==> src/rtl/rstseq_pkg.sv <==
package rstseq_pkg;
   localparam int STATUS_W = 32;
   localparam int ST_DBG_BIT = 16;
   localparam int ST_BRK_BIT = 17;
   localparam int ST_IGN_BIT = 18;
   localparam int ST_VALID_BIT = 31;

   typedef struct packed {
      logic [15:0] gp;
      logic        dbg_en;
      logic        brk;
      logic        lock_ign;
   } strap_t;

   function automatic logic [STATUS_W-1:0] pack_status(strap_t s, logic valid);
      logic [STATUS_W-1:0] w;
      w = '0;
      w[15:0] = s.gp;
      w[ST_DBG_BIT] = s.dbg_en;
      w[ST_BRK_BIT] = s.brk;
      w[ST_IGN_BIT] = s.lock_ign;
      w[ST_VALID_BIT] = valid;
      return w;
   endfunction
endpackage

==> src/rtl/rsq_sync.sv <==
module rsq_sync #(
   parameter int   STAGES  = 2,
   parameter logic RST_VAL = 1'b0
) (
   input  logic clk,
   input  logic arst_n,
   input  logic d,
   output logic q
);
   generate
      if (STAGES < 2) begin : g_bad_stages
         $error("rsq_sync needs at least two stages");
      end
   endgenerate

   logic [STAGES-1:0] chain;

   always_ff @(posedge clk or negedge arst_n) begin
      if (!arst_n) chain <= {STAGES{RST_VAL}};
      else         chain <= {chain[STAGES-2:0], d};
   end

   assign q = chain[STAGES-1];
endmodule

==> src/rtl/rsq_release.sv <==
module rsq_release #(
   parameter int                NUM_PLL     = 3,
   parameter logic [NUM_PLL-1:0] ACTIVE_MASK = '1,
   parameter int                SYNC_STAGES = 2
) (
   input  logic               clk,
   input  logic               ext_rst_n,
   input  logic [NUM_PLL-1:0] pll_lock,
   input  logic               lock_ignore,
   output logic [NUM_PLL-1:0] pll_clk_en,
   output logic               sys_rst_n,
   output logic               capture
);
   logic               ext_ok;
   logic [NUM_PLL-1:0] lock_s;
   logic [NUM_PLL-1:0] lock_need;
   logic               release_ok;
   logic               rel_q;

   rsq_sync #(.STAGES(SYNC_STAGES), .RST_VAL(1'b0)) u_ext_sync (
      .clk(clk), .arst_n(ext_rst_n), .d(1'b1), .q(ext_ok));

   genvar i;
   generate
      for (i = 0; i < NUM_PLL; i++) begin : g_pll
         rsq_sync #(.STAGES(SYNC_STAGES), .RST_VAL(1'b0)) u_lock_sync (
            .clk(clk), .arst_n(ext_rst_n), .d(pll_lock[i]), .q(lock_s[i]));

         assign pll_clk_en[i] = lock_s[i] | lock_ignore;

         if (ACTIVE_MASK[i]) begin : g_active
            assign lock_need[i] = lock_s[i];
         end else begin : g_passive
            assign lock_need[i] = 1'b1;
         end

         // a gate opens without override only after a lock two edges back
         assert_gate_follows_lock_R2: assert property (@(posedge clk) disable iff (!ext_rst_n)
            (!lock_ignore && pll_clk_en[i]) |-> $past(pll_lock[i], SYNC_STAGES));
      end
   endgenerate

   assign release_ok = ext_ok & (lock_ignore | (&lock_need));
   assign capture    = release_ok & ~rel_q;

   always_ff @(posedge clk or negedge ext_rst_n) begin
      if (!ext_rst_n)      rel_q <= 1'b0;
      else if (release_ok) rel_q <= 1'b1;
   end

   assign sys_rst_n = rel_q;

   // release only after the synchronized conditions held
   assert_release_gated_R1: assert property (@(posedge clk) disable iff (!ext_rst_n)
      $rose(sys_rst_n) |-> $past(ext_ok) && ($past(lock_ignore) || $past(&lock_need)));
   assert_release_sticky_R1: assert property (@(posedge clk) disable iff (!ext_rst_n)
      sys_rst_n |=> sys_rst_n);
endmodule

==> src/rtl/rsq_strap_hold.sv <==
module rsq_strap_hold
   import rstseq_pkg::*;
(
   input  logic   clk,
   input  logic   ext_rst_n,
   input  logic   capture,
   input  strap_t pins,
   output strap_t held,
   output logic   valid
);
   always_ff @(posedge clk or negedge ext_rst_n) begin
      if (!ext_rst_n) begin
         held  <= '0;
         valid <= 1'b0;
      end else if (capture) begin
         held  <= pins;
         valid <= 1'b1;
      end
   end

   // the held straps never move outside a capture
   assert_hold_stable_R4: assert property (@(posedge clk) disable iff (!ext_rst_n)
      !capture |=> $stable(held));
   assert_single_capture_R4: assert property (@(posedge clk) disable iff (!ext_rst_n)
      valid |-> !capture);
endmodule

==> src/rtl/rsq_strap_decode.sv <==
module rsq_strap_decode #(
   parameter int NIB_W = 4
) (
   input  logic             dbg_en,
   input  logic             brk,
   input  logic             released,
   input  logic [2*NIB_W-1:0] link_nibs,
   input  logic [1:0]       boot_bits,
   output logic             dbg_clk_en,
   output logic             eth_clk_en,
   output logic [1:0]       dbg_link_en,
   output logic [1:0]       dint_mode,
   output logic             wdog_en,
   output logic             cpu0_start,
   output logic             bootmem_edac_en,
   output logic             bootmem_full_if
);
   localparam logic [NIB_W-1:0] OFF_CODE = '1;

   genvar k;
   generate
      for (k = 0; k < 2; k++) begin : g_link
         assign dbg_link_en[k] = dbg_en & (link_nibs[k*NIB_W +: NIB_W] != OFF_CODE);
      end
   endgenerate

   assign dbg_clk_en      = dbg_en;
   assign eth_clk_en      = dbg_en;
   assign dint_mode       = link_nibs[2*NIB_W-1 -: 2];
   assign wdog_en         = ~dbg_en & brk;
   assign cpu0_start      = released & ~brk;
   assign bootmem_edac_en = boot_bits[0];
   assign bootmem_full_if = ~boot_bits[1];
endmodule

==> src/rtl/rstseq_top.sv <==
module rstseq_top
   import rstseq_pkg::*;
#(
   parameter int                NUM_PLL     = 3,
   parameter logic [NUM_PLL-1:0] ACTIVE_MASK = 3'b011,
   parameter int                SYNC_STAGES = 2,
   parameter int                GPIO_W      = 16
) (
   input  logic               clk,
   input  logic               ext_rst_n,
   input  logic [NUM_PLL-1:0] pll_lock,
   input  logic               strap_lock_ignore,
   input  logic               strap_dbg_en,
   input  logic               strap_break,
   input  logic [GPIO_W-1:0]  strap_gpio,
   output logic               sys_rst_n,
   output logic [NUM_PLL-1:0] pll_clk_en,
   output logic               dbg_clk_en,
   output logic               eth_clk_en,
   output logic [1:0]         dbg_link_en,
   output logic [1:0]         dint_mode,
   output logic               wdog_en,
   output logic               cpu0_start,
   output logic               bootmem_edac_en,
   output logic               bootmem_full_if,
   output logic [31:0]        boot_status
);
   localparam int NIB_W    = 4;
   localparam int EDAC_BIT = 14;
   localparam int BIF_BIT  = 15;

   generate
      if (GPIO_W != 16) begin : g_bad_gpio
         $error("strap bus must be 16 bits wide");
      end
      if (NUM_PLL < 1 || NUM_PLL > 8) begin : g_bad_pll
         $error("NUM_PLL out of range");
      end
   endgenerate

   logic   capture;
   logic   valid;
   strap_t pins;
   strap_t held;

   assign pins.gp       = strap_gpio;
   assign pins.dbg_en   = strap_dbg_en;
   assign pins.brk      = strap_break;
   assign pins.lock_ign = strap_lock_ignore;

   rsq_release #(.NUM_PLL(NUM_PLL), .ACTIVE_MASK(ACTIVE_MASK), .SYNC_STAGES(SYNC_STAGES)) u_release (
      .clk(clk), .ext_rst_n(ext_rst_n), .pll_lock(pll_lock), .lock_ignore(strap_lock_ignore),
      .pll_clk_en(pll_clk_en), .sys_rst_n(sys_rst_n), .capture(capture));

   rsq_strap_hold u_hold (
      .clk(clk), .ext_rst_n(ext_rst_n), .capture(capture), .pins(pins),
      .held(held), .valid(valid));

   rsq_strap_decode #(.NIB_W(NIB_W)) u_decode (
      .dbg_en(held.dbg_en), .brk(held.brk), .released(sys_rst_n),
      .link_nibs(held.gp[2*NIB_W-1:0]), .boot_bits({held.gp[BIF_BIT], held.gp[EDAC_BIT]}),
      .dbg_clk_en(dbg_clk_en), .eth_clk_en(eth_clk_en), .dbg_link_en(dbg_link_en),
      .dint_mode(dint_mode), .wdog_en(wdog_en), .cpu0_start(cpu0_start),
      .bootmem_edac_en(bootmem_edac_en), .bootmem_full_if(bootmem_full_if));

   assign boot_status = pack_status(held, valid);

   // link enables at release reflect the pins seen at that edge
   assert_link0_at_release_R6: assert property (@(posedge clk) disable iff (!ext_rst_n)
      $rose(sys_rst_n) |-> dbg_link_en[0] == ($past(strap_dbg_en) && ($past(strap_gpio[3:0]) != 4'hF)));
   assert_link1_at_release_R6: assert property (@(posedge clk) disable iff (!ext_rst_n)
      $rose(sys_rst_n) |-> dbg_link_en[1] == ($past(strap_dbg_en) && ($past(strap_gpio[7:4]) != 4'hF)));
   assert_dbg_domain_R5: assert property (@(posedge clk) disable iff (!ext_rst_n)
      $rose(sys_rst_n) |-> (eth_clk_en == $past(strap_dbg_en)));
   // watchdog enable taken from the pins at the release edge
   assert_wdog_at_release_R8: assert property (@(posedge clk) disable iff (!ext_rst_n)
      $rose(sys_rst_n) |-> wdog_en == ($past(!strap_dbg_en && strap_break)));
   // status word marked valid together with the release
   assert_status_valid_R4: assert property (@(posedge clk) disable iff (!ext_rst_n)
      boot_status[31] == sys_rst_n);
endmodule

==> config.mk <==
export PLATFORM = sky130hd
export DESIGN_NAME = rstseq_top
export DESIGN_NICKNAME = d
export VERILOG_FILES = /design/src/rtl/rstseq_pkg.sv /design/src/rtl/rsq_sync.sv /design/src/rtl/rsq_release.sv /design/src/rtl/rsq_strap_hold.sv /design/src/rtl/rsq_strap_decode.sv /design/src/rtl/rstseq_top.sv
export SDC_FILE = /design/constraint.sdc
export NUM_CORES = 1
export LEC_CHECK = 0
export BUFFER_PORTS_ARGS = -buffer_cell sky130_fd_sc_hd__buf_2
export CAP_MARGIN = 25
export CORE_ASPECT_RATIO = 1.2
export CORE_UTILIZATION = 45
export CTS_CLUSTER_SIZE = 30
export DETAILED_ROUTE_END_ITERATION = 8
export PLACE_DENSITY = 0.93
export SYNTH_ARGS = -nofsm -noshare
export SYNTH_HDL_FRONTEND = slang
export SYNTH_SLANG_ARGS = --single-unit
==> constraint.sdc <==
create_clock -name clk -period 2.9 [get_ports clk]
set_input_delay 0 -clock clk [delete_from_list [all_inputs] [get_ports clk]]
set_output_delay 0 -clock clk [all_outputs]
set_load 0.005 [all_outputs]
---- Yosys cells after proc, flatten, opt, wreduce, memory -nomap -nowiden ----
Cells that the tools add are included.
word-level totals
  bits in registers ....................... 29
  bits of input ports ..................... 24
operators by class
  equality and inequality tests ........... 2
  bitwise logic cells ..................... 14
  reductions and logical operators ........ 1
operators with widths
  operator                                       number
  4-bit inequality test (second input constant)  2
  1-bit AND                                      6
  1-bit NOT                                      4
  1-bit bitwise OR                               4
  2-bit AND reduction                            1

---- Logic depth before layout (Yosys ltp) ----
Gate-level depths: netlist of the first run.
  depth after elaboration ................. 4
  gate-level depth with buffers ........... 4
  mapped depth without buffers ............ 3

---- Hierarchy ----
A second synthesis of the first run with hierarchy kept.
second synthesis, totals
  cells, all modules ...................... 84
  area, all modules ....................... 1271.2 um2
by module, submodules not included
  module            times used  cells each  area each (um2)
  rsq_strap_hold    1           42          814.5
  rsq_sync          4           2           50.0
  rstseq_top        1           14          101.3
  rsq_release       1           9           77.6
  rsq_strap_decode  1           11          77.6

---- Worst setup path after synthesis of the first run ----
OpenSTA, ideal clock, no wires.
  path type ............................... register to register
  from .................................... register u_release.rel_q (netlist: u_release.sys_rst_n)
  to ...................................... register u_hold.held[14] (netlist name)
  data arrival time ....................... 1.226 ns
  data required time ...................... 2.775 ns
  path slack .............................. 1.549 ns
  stages on the path, launching flop included .. 5
  path buffers ............................ 1
  period minus slack after synthesis ...... 1.351 ns
  path through ............................ dfrtp_1 > nand2b_4 > nor2_4 > buf_12 > mux2_4
between the ends
  word-level cells in the longest chain between the ends .. 2
ends and longest elaborated chain
  what                    line               RTL
  from (decl)             rsq_release.sv:18  logic rel_q;
  from (signal assigned)  rsq_release.sv:47  if (!ext_rst_n) rel_q <= 1'b0;
  from (signal assigned)  rsq_release.sv:48  else if (release_ok) rel_q <= 1'b1;
  1-bit NOT               rsq_release.sv:44  assign capture = release_ok & ~rel_q;
  1-bit AND               rsq_release.sv:44
Every way passes these cells.
A chain may end at the register's enable or synchronous reset.

---- Worst setup path after layout of the first run ----
  from .................................... register u_release.rel_q (netlist: u_release.sys_rst_n)
  to ...................................... register u_hold.held[12] (netlist name)
between the ends
  word-level cells in the longest chain between the ends .. 2
ends and longest elaborated chain
  what       line
  1-bit NOT  rsq_release.sv:44
  1-bit AND  rsq_release.sv:44
Every way passes these cells.

==> summary.txt, run 1 <==
Placement
  – Port Buffers: 57
  – Routability cong.: 0.741
  – Post-DP HPWL: 1.57 mm
  – Placed Instances: 169
  – Dpl ws: 1.31 ns

Cells and area
  – Share of cells above drive strength 1: 53.9%
  – Most frequent cells in the layout: 57 x buf_2, 29 x dfrtp_1, 23 x dlygate4sd3_1
  – Antenna fix cells: 0
  – Most common cell after layout, fill and taps aside: buf_2
  – Post-layout util: 67.4%
  – Layout Nets: 190
  – Syn-to-layout area delta: 39.4%
  – Cell Count, Final, Fillers Out: 200

Drt
  – Post-detailed-route wirelength per cell: 13.0 microns
  – Final ANT Viol Nets: 0
  – Drt pass-1 iters: 4
  – Routed WL: 2.60 mm
  – DR vias/cell: 4.55
  – DRC viols: 0
  – Via count: 910
  – Drt initial violations: 12

GRT
  – GR Layer Usage met2: 33.9%
  – Pin count of the biggest net entering global routing: 30
  – First-pass GRT wire length: 4.31 mm
  – Busiest grt layer: met2
  – Initial antenna violation count: 0
  – Total gr overflow: 0
  – Vias in the first global route: 910
  – Met3 usage: 8.40%
  – Met1 Use GR: 24.3%
  – GRT Total Usage: 20.9%

Worst setup path
  – Critical Path RT: 3.14 ns
  – CP endpoint kind: flip-flop
  – CP startpoint kind: flip-flop
  – R2R depth: 3
  – Crit path largest cell delay: 0.49 ns
  – WP depth: 3
  – CP max stage cell: nor2_4
  – Reg2reg end: u_hold.held[12]
  – CP max FO: 19
  – FF-to-FF setup slack: 1.32 ns
  – Critical path arrival: 1.82 ns
  – CP cell instances: nand2b_4, nor2_4, mux2_2
  – R2r startpoint: u_release.sys_rst_n
  – WP buf/inv: 0
  – Worst Setup SP: u_release.sys_rst_n
  – Worst Path Class, Setup: reg2reg
  – Kind of cell adding the most delay to the critical path: simple AND/OR/NAND/NOR gates
  – Critical path capture point: u_hold.held[12]

Synth
  – Seq cells post-synth: 29
  – Mapped cell area: 0.00126 sq mm
  – Syn avg cell area: 14.3 sq um
  – Post-synthesis sequential area ratio: 57.7%
  – Synthesis Warnings: 0
  – Yosys cell types: 16
  – Syn Inst Count: 88

Die
  – Die Footprint: 0.00301 sq mm
  – Site Rows: 20
  – I/O Pins: 70
  – Starting Density: 48.3%
  – Core area: 0.00260 sq mm
  – Die Wd: 50.3 microns
  – Die height: 59.9 microns

Clock tree
  – Post-CTS Resized: 0
  – CTS buffer count: 5
  – Clock Latency Late Sink: 0.34 ns
  – Clock Sinks: 29
  – H-tree levels: 2
  – Clk buf depth: 2
  – CTS clk-pin slew, worst paths: 0.11 ns
  – CTS tree: yes
  – Clock root cell: clkbuf_4

Timing
  – Period utilization: 54.6%
  – Final Slew Violations: 0
  – Hold Vio Cnt, Final: 0
  – Peak Freq: 632 MHz
  – Clock Skews: 0.0165 ns
  – Min Clock Period, post-route: 1.58 ns
  – Endpoints failing setup: 0
  – Hold slack: 0.182 ns
  – Post-route setup slack: 1.32 ns
  – Max transition margin: 58.1%
  – Worst Tran Pin Value: 0.627 ns
  – Unrepaired setup endpoints after global routing: no
  – Setup TNS: 0 ns

Power
  – Worst vdd ir: 0.394 mV
  – LEAKAGE: 0.894 nW
  – P per Cell Area: 526 mW/mm^2

Flow run
  – Max-cap violations: 0

Run status
  – Status: finished clean

Worst hold path
  – HP Class: in2async
[cell usage after synthesis]
cell type | number | area, sq um
a41oi_1 | 2 | 17.5
a21oi_2 | 1 | 8.76
or2_2 | 4 | 25.0
buf_12 | 1 | 20.0
inv_1 | 4 | 15.0
nand2_1 | 1 | 3.75
buf_4 | 19 | 143
o21bai_1 | 1 | 7.51
nor2b_1 | 2 | 12.5
nor2_4 | 1 | 11.3
mux2_4 | 9 | 135
conb_1 | 2 | 7.51
o21ai_0 | 2 | 10.0
mux2_2 | 9 | 101
dfrtp_1 | 29 | 726
nand2b_4 | 1 | 13.8
[cell type report]
cell class,count,area (sq um)
clock buffers,5,37.5
clock inverters,3,22.5
fillers,199,850
inverters,4,15.0
multi-input cells,46,395
flip-flops and latches,29,726
well taps,33,41.3
repair buffers,80,515
[cell families (layout without fill, tap and decap cells)]
logic type,after synthesis,count (layout),synth area share (%)
multiplexers,18,18,18.8
AND/OR/NAND/NOR,9,9,5.27
buffers and inverters,24,92,14.1
other,2,13,0.597
flip-flops,29,29,57.7
AO/OA/AOI/OAI,6,6,3.48
[sequential cells by signal, indices dropped and copies added (netlist names)]
register / cells
u_release.g_pll.u_lock_sync.chain: 6
u_hold.valid: 1
u_hold.held: 19
u_release.u_ext_sync.chain: 2
u_release.sys_rst_n: 1
[repair_timing]
| item | CTS | global route |
|---|---|---|
| hold endpoints to repair | 51 | 0 |
| hold buffers | 23 | 0 |
| setup buffers | 0 | 0 |
[report_power, final]
part	internal [W]	switching, W	total, W
combinational	0.000119	0.0000684	0.000187
clock	0.0000936	0.000153	0.000246
sequential	0.000452	0.0000371	0.000489
total	0.000664	0.000258	0.000922
[how the worst min path moves through the flow]
stage,start,to,depth (start not counted)
floorplan,ext_rst_n,u_hold.held[0],0
global route,ext_rst_n,u_release.g_pll[2].u_lock_sync.chain[0],2
detailed placement,ext_rst_n,u_release.g_pll[2].u_lock_sync.chain[0],1
finish,ext_rst_n,u_release.g_pll[0].u_lock_sync.chain[0],2
global placement,ext_rst_n,u_release.g_pll[1].u_lock_sync.chain[0],1
CTS,ext_rst_n,u_release.g_pll[2].u_lock_sync.chain[0],2
[metal layers]
metal | routed length [microns] | vias to the layer above
met5 | 0 | -
met4 | 49 | 0
met1 | 985 | 430
met3 | 237 | 6
li1 | - | 414
met2 | 1330 | 60
[stage by stage]
step                total power (W)  cell area, sq um
finish                     0.000922              1750
CTS                        0.000930              1750
floorplan                  0.000590              1300
detailed placement         0.000656              1460
global route               0.000983              1750
global placement           0.000649              1460
Note: power is estimated with default switching activity, not from simulation.
==> run 2: changes to the inputs <==
Settings changed: ABC_AREA set to 1, CORE_UTILIZATION 45 to 44, PLACE_DENSITY 0.93 to 0.9.
Clock period 2.9 ns to 1.53 ns, I/O delays scaled along.
==> run 2 against run 1 <==
Against the previous run: utilization fell by 4.2 points; global-route usage fell by 0.84 points; non-clock buffer count rose by 2; highest routed layer unchanged.
==> summary.txt, run 2 <==
Run status
  – Status: finished clean (unchanged)

Placement
  – Routability cong.: 0.742 (was 0.741)
  – Placed Instances: 215 (was 169)
  – Post-DP HPWL: 1.82 mm (was 1.57 mm)
  – DP Area: 0.00151 sq mm (was 0.00146 sq mm)
  – Port Buffers: 57 (unchanged)
  – Dpl ws: 0.367 ns (was 1.31 ns)

Synth
  – Synth Area in Compound Gates: 0.941% (was 3.48%)
  – Post-synth ARST share: 100% (unchanged)
  – Synthesis Warnings: 0 (unchanged)
  – Synth cell count leaders: 41 x nand2_1, 29 x dfrtp_1, 19 x buf_4, 19 x nand4_1, 6 x inv_1 (was 29 x dfrtp_1, 19 x buf_4, 9 x mux2_2, 9 x mux2_4)
  – Syn avg cell area: 9.64 sq um (was 14.3 sq um)
  – Top FF cell, synth: dfrtp_1 (unchanged)
  – Synth area leader: dfrtp_1 (unchanged)
  – Syn Inst Count: 138 (was 88)
  – Largest family of logic cells by synthesized area: simple AND/OR/NAND/NOR gates (was multiplexers)
  – Synth top area share: 54.6% (was 57.7%)
  – Area contributors post-synth: dfrtp_1 55%, nand2_1 12%, buf_4 11% (was dfrtp_1 58%, buf_4 11%, mux2_4 11%)
  – Cell with the most instances after synthesis: nand2_1 (was dfrtp_1)
  – Seq cells post-synth: 29 (unchanged)
  – Synth Area in Simple Gates: 26.1% (was 5.27%)
  – Yosys cell types: 15 (was 16)
  – Post-synthesis sequential area ratio: 54.6% (was 57.7%)
  – Synth Area in Adders: 0% (unchanged)
  – Mux cell area share after synthesis: 0% (was 18.8%)
  – Number of enable flip-flop cells after synthesis: 0 (unchanged)
  – Mapped cell area: 0.00133 sq mm (was 0.00126 sq mm)
  – Xor/xnor cell area share of the yosys netlist: 0% (unchanged)

Worst hold path
  – HP Class: in2async (unchanged)

Cells and area
  – Top Registers: u_hold.held: 19 flops, u_release.g_pll.u_lock_sync.chain: 6 flops, u_release.u_ext_sync.chain: 2 flops (unchanged)
  – Post-route cell area: 0.00179 sq mm (was 0.00175 sq mm)
  – Max reg flops: 19 (unchanged)
  – Largest Register: u_hold.held (unchanged)
  – Share of cells above drive strength 1: 35.5% (was 53.9%)
  – Most frequent cells in the layout: 57 x buf_2, 41 x nand2_1, 29 x dfrtp_1 (was 57 x buf_2, 29 x dfrtp_1, 23 x dlygate4sd3_1)
  – Cell Count, Final, Fillers Out: 245 (was 200)
  – Antenna fix cells: 0 (unchanged)
  – Syn-to-layout area delta: 34.7% (was 39.4%)
  – Most common cell after layout, fill and taps aside: buf_2 (unchanged)
  – Layout Nets: 235 (was 190)

Clock tree
  – CTS buffer count: 5 (unchanged)
  – H-tree levels: 2 (unchanged)
  – Clock Latency Late Sink: 0.32 ns (was 0.34 ns)
  – Setup bufs post-CTS: 0 (unchanged)
  – Clock Sinks: 29 (unchanged)
  – Clk buf depth: 2 (unchanged)
  – Clock root cell: clkbuf_4 (unchanged)
  – CTS clk-pin slew, worst paths: 0.09 ns (was 0.11 ns)
  – CTS tree: yes (unchanged)

Timing
  – Worst Tran Pin Value: 0.620 ns (was 0.627 ns)
  – Unrepaired setup endpoints after global routing: no (unchanged)
  – Final Slew Violations: 0 (unchanged)
  – Clock Skews: 0.00868 ns (was 0.0165 ns)
  – Setup TNS: 0 ns (unchanged)
  – Min Clock Period, post-route: 1.21 ns (was 1.58 ns)
  – Period utilization: 78.8% (was 54.6%)
  – Max transition margin: 58.7% (was 58.1%)
  – Hold Vio Cnt, Final: 0 (unchanged)
  – Peak Freq: 829 MHz (was 632 MHz)
  – Endpoints failing setup: 0 (unchanged)
  – Post-route setup slack: 0.324 ns (was 1.32 ns)

Drt
  – Routed WL: 2.92 mm (was 2.60 mm)
  – DR vias/cell: 4.76 (was 4.55)
  – Via count: 1,167 (was 910)
  – Drt pass-1 iters: 4 (unchanged)
  – Final ANT Viol Nets: 0 (unchanged)
  – DRC viols: 0 (unchanged)
  – Post-detailed-route wirelength per cell: 11.9 microns (was 13.0 microns)
  – Drt initial violations: 29 (was 12)

Power
  – LEAKAGE: 1.05 nW (was 0.894 nW)
  – Switching part of the total: 22.5% (was 28.0%)
  – Switch Pwr: 0.000309 W (was 0.000258 W)
  – Clk network pwr share: 33.4% (was 26.7%)
  – Power share of the combinational group: 9.4% (was 20.3%)
  – Internal cell power: 0.00106 W (was 0.000664 W)
  – Post-layout power: 0.00137 W (was 0.000922 W)
  – P per Cell Area: 765 mW/mm^2 (was 526 mW/mm^2)
  – Worst vdd ir: 0.478 mV (was 0.394 mV)
  – Seq pwr share: 57.2% (was 53.0%)

GRT
  – First-pass GRT wire length: 4.68 mm (was 4.31 mm)
  – Total gr overflow: 0 (unchanged)
  – GRT Total Usage: 20.1% (was 20.9%)
  – Pin count of the biggest net entering global routing: 30 (unchanged)
  – Initial antenna violation count: 0 (unchanged)
  – Vias in the first global route: 1,019 (was 910)

Die
  – Die height: 62.2 microns (was 59.9 microns)
  – Core area: 0.00284 sq mm (was 0.00260 sq mm)
  – Die Footprint: 0.00325 sq mm (was 0.00301 sq mm)
  – Starting Density: 46.9% (was 48.3%)
  – Die Wd: 52.2 microns (was 50.3 microns)
  – I/O Pins: 70 (unchanged)
  – Site Rows: 21 (was 20)

Worst setup path
  – CP max FO: 21 (was 19)
  – Critical Path RT: 1.74 ns (was 3.14 ns)
  – CP endpoint kind: flip-flop (unchanged)
  – Critical path arrival: 1.41 ns (was 1.82 ns)
  – Worst Path Class, Setup: reg2reg (unchanged)
  – CP startpoint kind: flip-flop (unchanged)

Flow run
  – Max-cap violations: 0 (unchanged)
run 2: cell types whose count changed after synthesis, moves of 3 or more:
cell,previous run,this run
mux2_2,9,0
nand4_1,0,19
mux2_4,9,0
buf_6,0,4
nand2_2,0,3
buf_2,0,4
nand2_1,1,41
run 2: kinds of logic after synthesis:
logic type / after synthesis
compound gates: 2
buf+inv: 35
flops: 29
other cells: 2
simple gates: 70
run 2: area by class of cell:
type                    instances  area, sq um
fillers                       261         1050
flip-flops and latches         29          726
repair buffers                 82          531
multi-input cells              85          408
clock buffers                   7         55.1
well taps                      34         42.5
inverters                       8         30.0
run 2: repair_timing:
action                                 in CTS  in global routing
gates resized for setup                     0                  0
endpoints found under the hold margin      51                  0
hold buffers                               23                  0
run 2: path summary, 6_finish.rpt:
| kind | endpoint | cells after the start | from | slack, ns |
|---|---|---|---|---|
| worst min register to register | u_release.g_pll[2].u_lock_sync.chain[1] | 0 | u_release.g_pll[2].u_lock_sync.chain[0] | 0.35 |
| max in group asynchronous | u_release.g_pll[2].u_lock_sync.chain[0] | 2 | ext_rst_n | 0.90 |
| min in group clk | u_release.g_pll[2].u_lock_sync.chain[0] | 2 | pll_lock[2] | 0.32 |
| worst max register to register | u_hold.held[18] | 5 | u_release.g_pll[1].u_lock_sync.chain[1] | 0.32 |
| worst max-delay path | u_hold.held[18] | 5 | u_release.g_pll[1].u_lock_sync.chain[1] | 0.32 |
| worst min-delay path | u_hold.held[11] | 2 | ext_rst_n | 0.22 |
run 2: power by group through the flow:
stage               Combinational (W)  Clock (W)  Sequential (W)
floorplan                   0.0000605          0        0.000795
CTS                          0.000127   0.000473        0.000783
global placement            0.0000808          0        0.000798
detailed placement          0.0000821          0        0.000799
global route                 0.000143   0.000505        0.000785
finish                       0.000129   0.000458        0.000783
run 2: worst max-delay path, stage by stage, from the launching register on:
cell and delay, ns:
dfrtp_1 0.34, nand2_1 0.08, nand2_4 0.20, nand3_4 0.25, nand2_1 0.15, nand2_1 0.07
run 2: metrics by stage:
stage               util (%)  hold slack [ns]
finish                  63.1            0.216
CTS                     63.1            0.231
global placement        53.1           0.0425
detailed placement      53.1           0.0542
global route            63.1            0.273
floorplan                  -           -0.296
run 2: layer usage:
metal	global-route usage [%]	vias up	share of wire [%]
met4	10.2	0	3.4
met5	0	-	0
li1	-	559	-
met1	21.6	539	37
met2	33.3	57	52
met3	7.60	12	7.2
